### config.mk
export PLATFORM = sky130hd
export DESIGN_NAME = burst_addr_gen
export DESIGN_NICKNAME = d
export VERILOG_FILES = /design/src/rtl/bam_pkg.sv /design/src/rtl/bam_base_reg.sv /design/src/rtl/bam_beat_ctr.sv /design/src/rtl/bam_order_map.sv /design/src/rtl/burst_addr_gen.sv
export SDC_FILE = /design/constraint.sdc
export NUM_CORES = 1
export LEC_CHECK = 0
export BUFFER_PORTS_ARGS = -buffer_cell sky130_fd_sc_hd__buf_4
export CAP_MARGIN = 0
export CELL_PAD_IN_SITES_DETAIL_PLACEMENT = 0
export CELL_PAD_IN_SITES_GLOBAL_PLACEMENT = 1
export CORE_MARGIN = 3
export CORE_UTILIZATION = 32
export CTS_CLUSTER_SIZE = 8
export DETAILED_ROUTE_END_ITERATION = 10
export HOLD_SLACK_MARGIN = 0.05
export PLACE_DENSITY_LB_ADDON = 0.08
export SLEW_MARGIN = 20
export SYNTH_ARGS = -nofsm -noshare
export SYNTH_HDL_FRONTEND = slang
export SYNTH_SLANG_ARGS = --single-unit
### constraint.sdc
create_clock -name clk -period 0.94 [get_ports clk]
set_input_delay 0.094 -clock clk [delete_from_list [all_inputs] [get_ports clk]]
set_output_delay 0.094 -clock clk [all_outputs]
set_load 0.01 [all_outputs]
### src/rtl/bam_pkg.sv
// Shared types for the burst address generator.
// Assumes: nothing beyond IEEE 1800-2017.
package bam_pkg;

    // Selects how the beat order is chosen
    typedef enum logic [1:0] {
        ORD_INTERLEAVED = 2'd0,
        ORD_LINEAR      = 2'd1,
        ORD_RUNTIME     = 2'd2
    } order_sel_e;

endpackage

### src/rtl/bam_base_reg.sv
// Holds the upper address bits and the low-bit seed captured at burst start.
// Assumes: load is already qualified by chip select.
module bam_base_reg #(
    parameter int ADDR_W = 16,
    parameter int CNT_W  = 2
) (
    input  logic              clk,
    input  logic              rst_n,
    input  logic              load,
    input  logic [ADDR_W-1:0] addr_in,
    output logic [ADDR_W-1:CNT_W] upper,
    output logic [CNT_W-1:0]  seed
);

    // Capture the address on an accepted start; clear on reset
    always_ff @(posedge clk) begin
        if (!rst_n) begin
            upper <= '0;
            seed  <= '0;
        end else if (load) begin
            upper <= addr_in[ADDR_W-1:CNT_W];
            seed  <= addr_in[CNT_W-1:0];
        end
    end

    // the upper bits move only when a load happens
    assert_upper_fixed_R8: assert property (@(posedge clk) disable iff (!rst_n)
        !load |=> $stable(upper));

endmodule

### src/rtl/bam_beat_ctr.sv
// Beat index of the current burst: cleared on load, stepped on advance, wraps freely.
// Assumes: load takes priority over adv.
module bam_beat_ctr #(
    parameter int CNT_W = 2
) (
    input  logic             clk,
    input  logic             rst_n,
    input  logic             load,
    input  logic             adv,
    output logic [CNT_W-1:0] beat
);

    // Restart at beat 0 on load, otherwise step on advance
    always_ff @(posedge clk) begin
        if (!rst_n)
            beat <= '0;
        else if (load)
            beat <= '0;
        else if (adv)
            beat <= beat + 1'b1;
    end

    // an advance without a load moves the index by exactly one
    assert_beat_step_R5: assert property (@(posedge clk) disable iff (!rst_n)
        (adv && !load) |=> beat == CNT_W'($past(beat) + 1'b1));

    // a load restarts the index whatever adv was
    assert_load_restart_R6: assert property (@(posedge clk) disable iff (!rst_n)
        load |=> beat == '0);

endmodule

### src/rtl/bam_order_map.sv
// Maps the seed and beat index to the low address bits in the chosen order.
// Assumes: purely combinational; ORDER picks a fixed order or the lin_mode input.
module bam_order_map
    import bam_pkg::*;
#(
    parameter order_sel_e ORDER = ORD_RUNTIME,
    parameter int         CNT_W = 2
) (
    input  logic             lin_mode,
    input  logic [CNT_W-1:0] seed,
    input  logic [CNT_W-1:0] beat,
    output logic [CNT_W-1:0] low
);

    logic [CNT_W-1:0] ilv_low;
    logic [CNT_W-1:0] lin_low;

    // Both candidate orders; the adder drops its carry so the field wraps
    always_comb begin
        ilv_low = seed ^ beat;
        lin_low = seed + beat;
    end

    generate
        if (ORDER == ORD_INTERLEAVED) begin : g_ilv
            logic unused_mode;
            logic [CNT_W-1:0] unused_lin;
            assign unused_mode = lin_mode;
            assign unused_lin  = lin_low;
            assign low = ilv_low;
        end else if (ORDER == ORD_LINEAR) begin : g_lin
            logic unused_mode;
            logic [CNT_W-1:0] unused_ilv;
            assign unused_mode = lin_mode;
            assign unused_ilv  = ilv_low;
            assign low = lin_low;
        end else begin : g_rt
            assign low = lin_mode ? lin_low : ilv_low;
        end
    endgenerate

endmodule

### src/rtl/burst_addr_gen.sv
// Top of the burst address generator: captures a start address, then steps the
// low two bits through a four-beat wraparound burst in interleaved or linear order.
// Assumes: start is honoured only with csel high; start wins over adv.
module burst_addr_gen
    import bam_pkg::*;
#(
    parameter int         ADDR_W = 16,
    parameter int         CNT_W  = 2,
    parameter order_sel_e ORDER  = ORD_RUNTIME
) (
    input  logic              clk,
    input  logic              rst_n,
    input  logic              start,
    input  logic              csel,
    input  logic              adv,
    input  logic              lin_mode,
    input  logic [ADDR_W-1:0] addr_in,
    output logic [ADDR_W-1:0] addr_out
);

    logic                    load;
    logic [ADDR_W-1:CNT_W]   upper;
    logic [CNT_W-1:0]        seed;
    logic [CNT_W-1:0]        beat;
    logic [CNT_W-1:0]        low;

    // Qualify the start strobe with chip select
    always_comb load = start & csel;

    bam_base_reg #(.ADDR_W(ADDR_W), .CNT_W(CNT_W)) u_base (
        .clk     (clk),
        .rst_n   (rst_n),
        .load    (load),
        .addr_in (addr_in),
        .upper   (upper),
        .seed    (seed)
    );

    bam_beat_ctr #(.CNT_W(CNT_W)) u_beat (
        .clk   (clk),
        .rst_n (rst_n),
        .load  (load),
        .adv   (adv),
        .beat  (beat)
    );

    bam_order_map #(.ORDER(ORDER), .CNT_W(CNT_W)) u_map (
        .lin_mode (lin_mode),
        .seed     (seed),
        .beat     (beat),
        .low      (low)
    );

    // Assemble the output address
    always_comb addr_out = {upper, low};

    // after an accepted start the output shows the captured address
    assert_capture_R1: assert property (@(posedge clk) disable iff (!rst_n)
        load |=> addr_out == $past(addr_in));

    // with no start and no advance the address holds unless the order input moved
    assert_hold_R7: assert property (@(posedge clk) disable iff (!rst_n)
        (!load && !adv) |=> ($stable(addr_out) || !$stable(lin_mode)));

    // a reset cycle leaves the output at zero
    assert_reset_clear_R10: assert property (@(posedge clk)
        !rst_n |=> addr_out == '0);

endmodule

**Word-level counts from Yosys, hierarchy flattened**

Cells that the tools add are included.

- Bitwise operators: 3
- Muxes and demuxes: 1
- Reduce and logical (&&, ||, !) cells: 1
- Add/subtract/negate cells: 2

Operators by type and width:

| operator | count |
|---|---|
| 2-bit by 1-bit adder with 2-bit output, second input constant | 1 |
| 2-bit adder | 1 |
| 2-bit 2-to-1 mux | 1 |
| 2-bit OR reduction | 1 |
| 2-bit XOR | 1 |
| 1-bit bitwise AND | 1 |
| 1-bit inverter | 1 |

- Bits in registers: 18
- Input port bits: 22

**Longest topological paths before layout**

- Word-level depth: 2
- Depth in mapped cells: 3
- Gate-level depth less buffers: 3

**Cells and area by module**

From an unflattened synthesis, not the netlist that was laid out.

- Cell total of the unflattened synthesis: 64
- Area total of the unflattened synthesis: 740.7 sq um

By module, submodules not included:

| module | instances | cells an instance | area each (sq um) |
|---|---|---|---|
| bam_base_reg | 1 | 51 | 615.6 |
| bam_beat_ctr | 1 | 8 | 85.1 |
| bam_order_map | 1 | 4 | 33.8 |
| burst_addr_gen | 1 | 1 | 6.3 |

**Least setup slack after synthesis**

OpenSTA, ideal clock, no wires.

- Kind: register to output
- Start: register u_beat.beat[0]
- End: output port addr_out[1]
- Setup slack: 74 ps
- Data arrival time: 772 ps
- Buffers on the path: 0
- Stages on the path, launching flop included: 4
- Path through: dfxtp_1 -> ha_1 -> nand2_1 -> xnor2_1

- Word-level cells in the longest chain between the ends: 2

Ends and longest elaborated chain:

| what | line | source |
|---|---|---|
| start: declaration | bam_beat_ctr.sv:10 | `output logic [CNT_W-1:0] beat` |
| start signal: assignment | bam_beat_ctr.sv:20 | `beat <= beat + 1'b1;` |
| 2-bit adder | bam_order_map.sv:21 | `lin_low = seed + beat;` |
| 2-bit 2-to-1 mux | bam_order_map.sv:38 | `assign low = lin_mode ? lin_low : ilv_low;` |
| end: declaration | burst_addr_gen.sv:18 | `output logic [ADDR_W-1:0] addr_out` |

No other way between the ends.

**Final worst setup path**

- Start: register u_beat.beat[1]
- End: output port addr_out[1]

- Word-level cells in the longest chain between the ends: 2
- Elaborated cells between the ends (all ways): 3
- Classes of those cells: add/sub (1); mux (1); bitwise (1)

Ends and longest elaborated chain:

| what | line |
|---|---|
| 2-bit adder / 2-bit XOR (equally long branches) | bam_order_map.sv:21, bam_order_map.sv:20 |
| 2-bit 2-to-1 mux (*) | bam_order_map.sv:38 |

Mark *: on every way between the ends. The rest lies on a longest branch, timed or not.

==> flow_summary.json <==
{
  "status": "finished with violations",
  "violations": "setup timing",
  "core_area_um2": 2320,
  "grt_setup_unrepaired": "true",
  "synth_fp_nets": 107,
  "grt_pass1_vias": 703,
  "path_buf_inv": 1,
  "criticalPathCategory": "reg2out",
  "p_total_w": 0.00149,
  "postSynthAreaPerCell_um2": 9.76,
  "dpl.hpwl_um": 1150,
  "yosysTopAreaCellShare_pct": 44.0,
  "routed_wl_um": 1900,
  "syn-instance-count": 84,
  "max-clock-path-buffers": 2,
  "cts_tree": "yes",
  "via_per_inst": 4.94,
  "powerDensity_nw_per_um2": 1260,
  "die_y_um": 56.6,
  "cp.required_ps": 850,
  "stdcell_area_um2": 1180,
  "grt_pass1_wl_um": 2940,
  "antenna_found_initial": 0,
  "htree_levels": 1,
  "worst_path_dominant_cell_family": "flip-flops",
  "fin_crit_sh_pct": 127,
  "critPathMaxStageDelay_ps": 370,
  "clock-sinks": 18,
  "dp.cells": 141,
  "place_ws_ps": -9.00,
  "io_pins": 38,
  "placed_cell_area_um2": 1090,
  "peakVddDrop_uv": 691,
  "numCtsBuffers": 3,
  "drv_cap": 0,
  "path_max_fanout": 3,
  "fmax_ghz": 0.838,
  "final_common_cell": "buf_4",
  "syn-cell-area_um2": 820,
  "rows": 17,
  "cts_root_buf": "clkbuf_4",
  "n_antenna_cell": 0,
  "stdcell_count": 146,
  "fin_skew_ps": 0.0190,
  "end_kind": "output pin",
  "routed-via-count": 721,
  "fin_ws_ps": -253,
  "cp.arrival_ps": 1100,
  "drc": 0,
  "overflow": 0,
  "area_growth_pct": 43.7,
  "gp_congestion": 0.676,
  "drt-wirelength-per-cell_um": 13.0,
  "worstSkewPairLatency_ps": 280,
  "crit_slowest_cell": "dfxtp_2",
  "yosysSeqAreaShare_pct": 44.0,
  "relSlewSlack_pct": 82.2,
  "synthTopCellsByArea": "dfxtp_1, a21boi_0, o21a_1",
  "ant_nets": 0,
  "slew_viol_final": 0,
  "hold_viol_final": 0,
  "worst_hold_slack_ps": 142,
  "hold_class": "in2reg",
  "yosysWarnings": 0,
  "cp-start-kind": "flop",
  "gr-usage-all-layers_pct": 11.7,
  "nNetsFinal": 143,
  "grt_max_degree": 34,
  "synth_cell_type_count": 12,
  "port_buffers": 37,
  "cts-hold-fix-buffers": 0,
  "synth_area_leader_cell": "dfxtp_1",
  "min_period_ps": 1190,
  "drive_gt1_share_pct": 42.4,
  "final_cell_mix": "buf_4, and3_1, a21boi_0",
  "die_area_um2": 3200,
  "ys_seq_elements": 18,
  "setup_viol_count_final": 4,
  "tightest_slew_ps": 266,
  "power_leakage_nw": 0.587,
  "clk_pin_slew_ps": 100,
  "crit_chain": "xor2_2, xnor2_2, buf_4",
  "drtIter0Drc": 8,
  "start_util_pct": 35.3,
  "drt_pass1_iterations": 3,
  "die-width_um": 56.6
}
[Yosys cell counts]
master / n
xor2_1: 2
and3_1: 17
a21boi_0: 17
dfxtp_1: 18
xnor2_1: 1
buf_2: 7
clkbuf_2: 1
and3b_1: 1
nand2_1: 2
ha_1: 1
o211a_1: 1
o21a_1: 16
[worst paths after layout]
kind                                startpoint                       endpoint  slack, ps  cells past startpoint
setup reg to reg   u_beat.beat[0]$_SDFFE_PP0P_    u_beat.beat[1]$_SDFFE_PP0P_       -130                      4
setup / recovery   u_beat.beat[1]$_SDFFE_PP0P_                    addr_out[1]       -250                      3
hold reg to reg   u_base.upper[7]$_SDFFE_PN0P_   u_base.upper[7]$_SDFFE_PN0P_        620                      2
hold / removal                     addr_in[13]  u_base.upper[13]$_SDFFE_PN0P_        140                      3
[worst reg2reg max path: stages, from the launching register on]
cell and delay, ps:
dfxtp_2 350, buf_4 130, buf_6 110, and3b_1 160, o211a_1 220
[cell type report]
type                    instances  area (um^2)
flip-flops and latches         18          365
fillers                       225         1140
multi-input cells              58          454
clock buffers                   3         22.5
repair buffers                 39          300
well taps                      28         35.0
[cells by family after synthesis]
family / after synthesis / share of synthesized area (%)
adders and majority gates: 1 / 1.53
DFF: 18 / 44.0
buffers and inverters: 8 / 4.88
xor gates and xnor gates: 3 / 3.21
and+or+nand+nor: 20 / 15.0
AOI/OAI and AO/OA: 34 / 31.5
[repair_timing]
item | in CTS | in global routing
buffers inserted | 1 | 1
resized for setup | 5 | 6
setup endpoints to repair | 2 | 3
pin swaps | 1 | 5
[through the flow]
stage / setup TNS, ps / utilization, %
6_report: -545 / 50.8
5_1_grt: -702 / 50.8
4_1_cts: -423 / 49.3
3_5_place_dp: -9.00 / 47.1
3_3_place_gp: 0 / 47.1
2_1_floorplan: 0 / -
[layer usage]
metal / wire length (um) / track usage (%) / part of all wire, % / vias to the layer above
met5: 0 / 0 / 0 / -
met4: 13 / 6.10 / 0.68 / 0
met3: 115 / 2.99 / 6.1 / 2
met2: 959 / 20.1 / 50 / 20
met1: 812 / 13.0 / 43 / 330
li1: - / - / - / 369
[flip-flops by register name, summed over array words and instances (netlist names)]
signal	flops
u_base.upper	14
u_beat.beat	2
u_base.seed	2
[report_power, final]
part	switching (W)	leakage (nW)	internal, W	total [W]
registers	0.0000212	0.149	0.000801	0.000822
clock network	0.000219	0.0138	0.000149	0.000367
logic	0.000121	0.424	0.000176	0.000297
total	0.000361	0.587	0.00113	0.00149
Note: power is estimated with default switching activity, not from simulation.
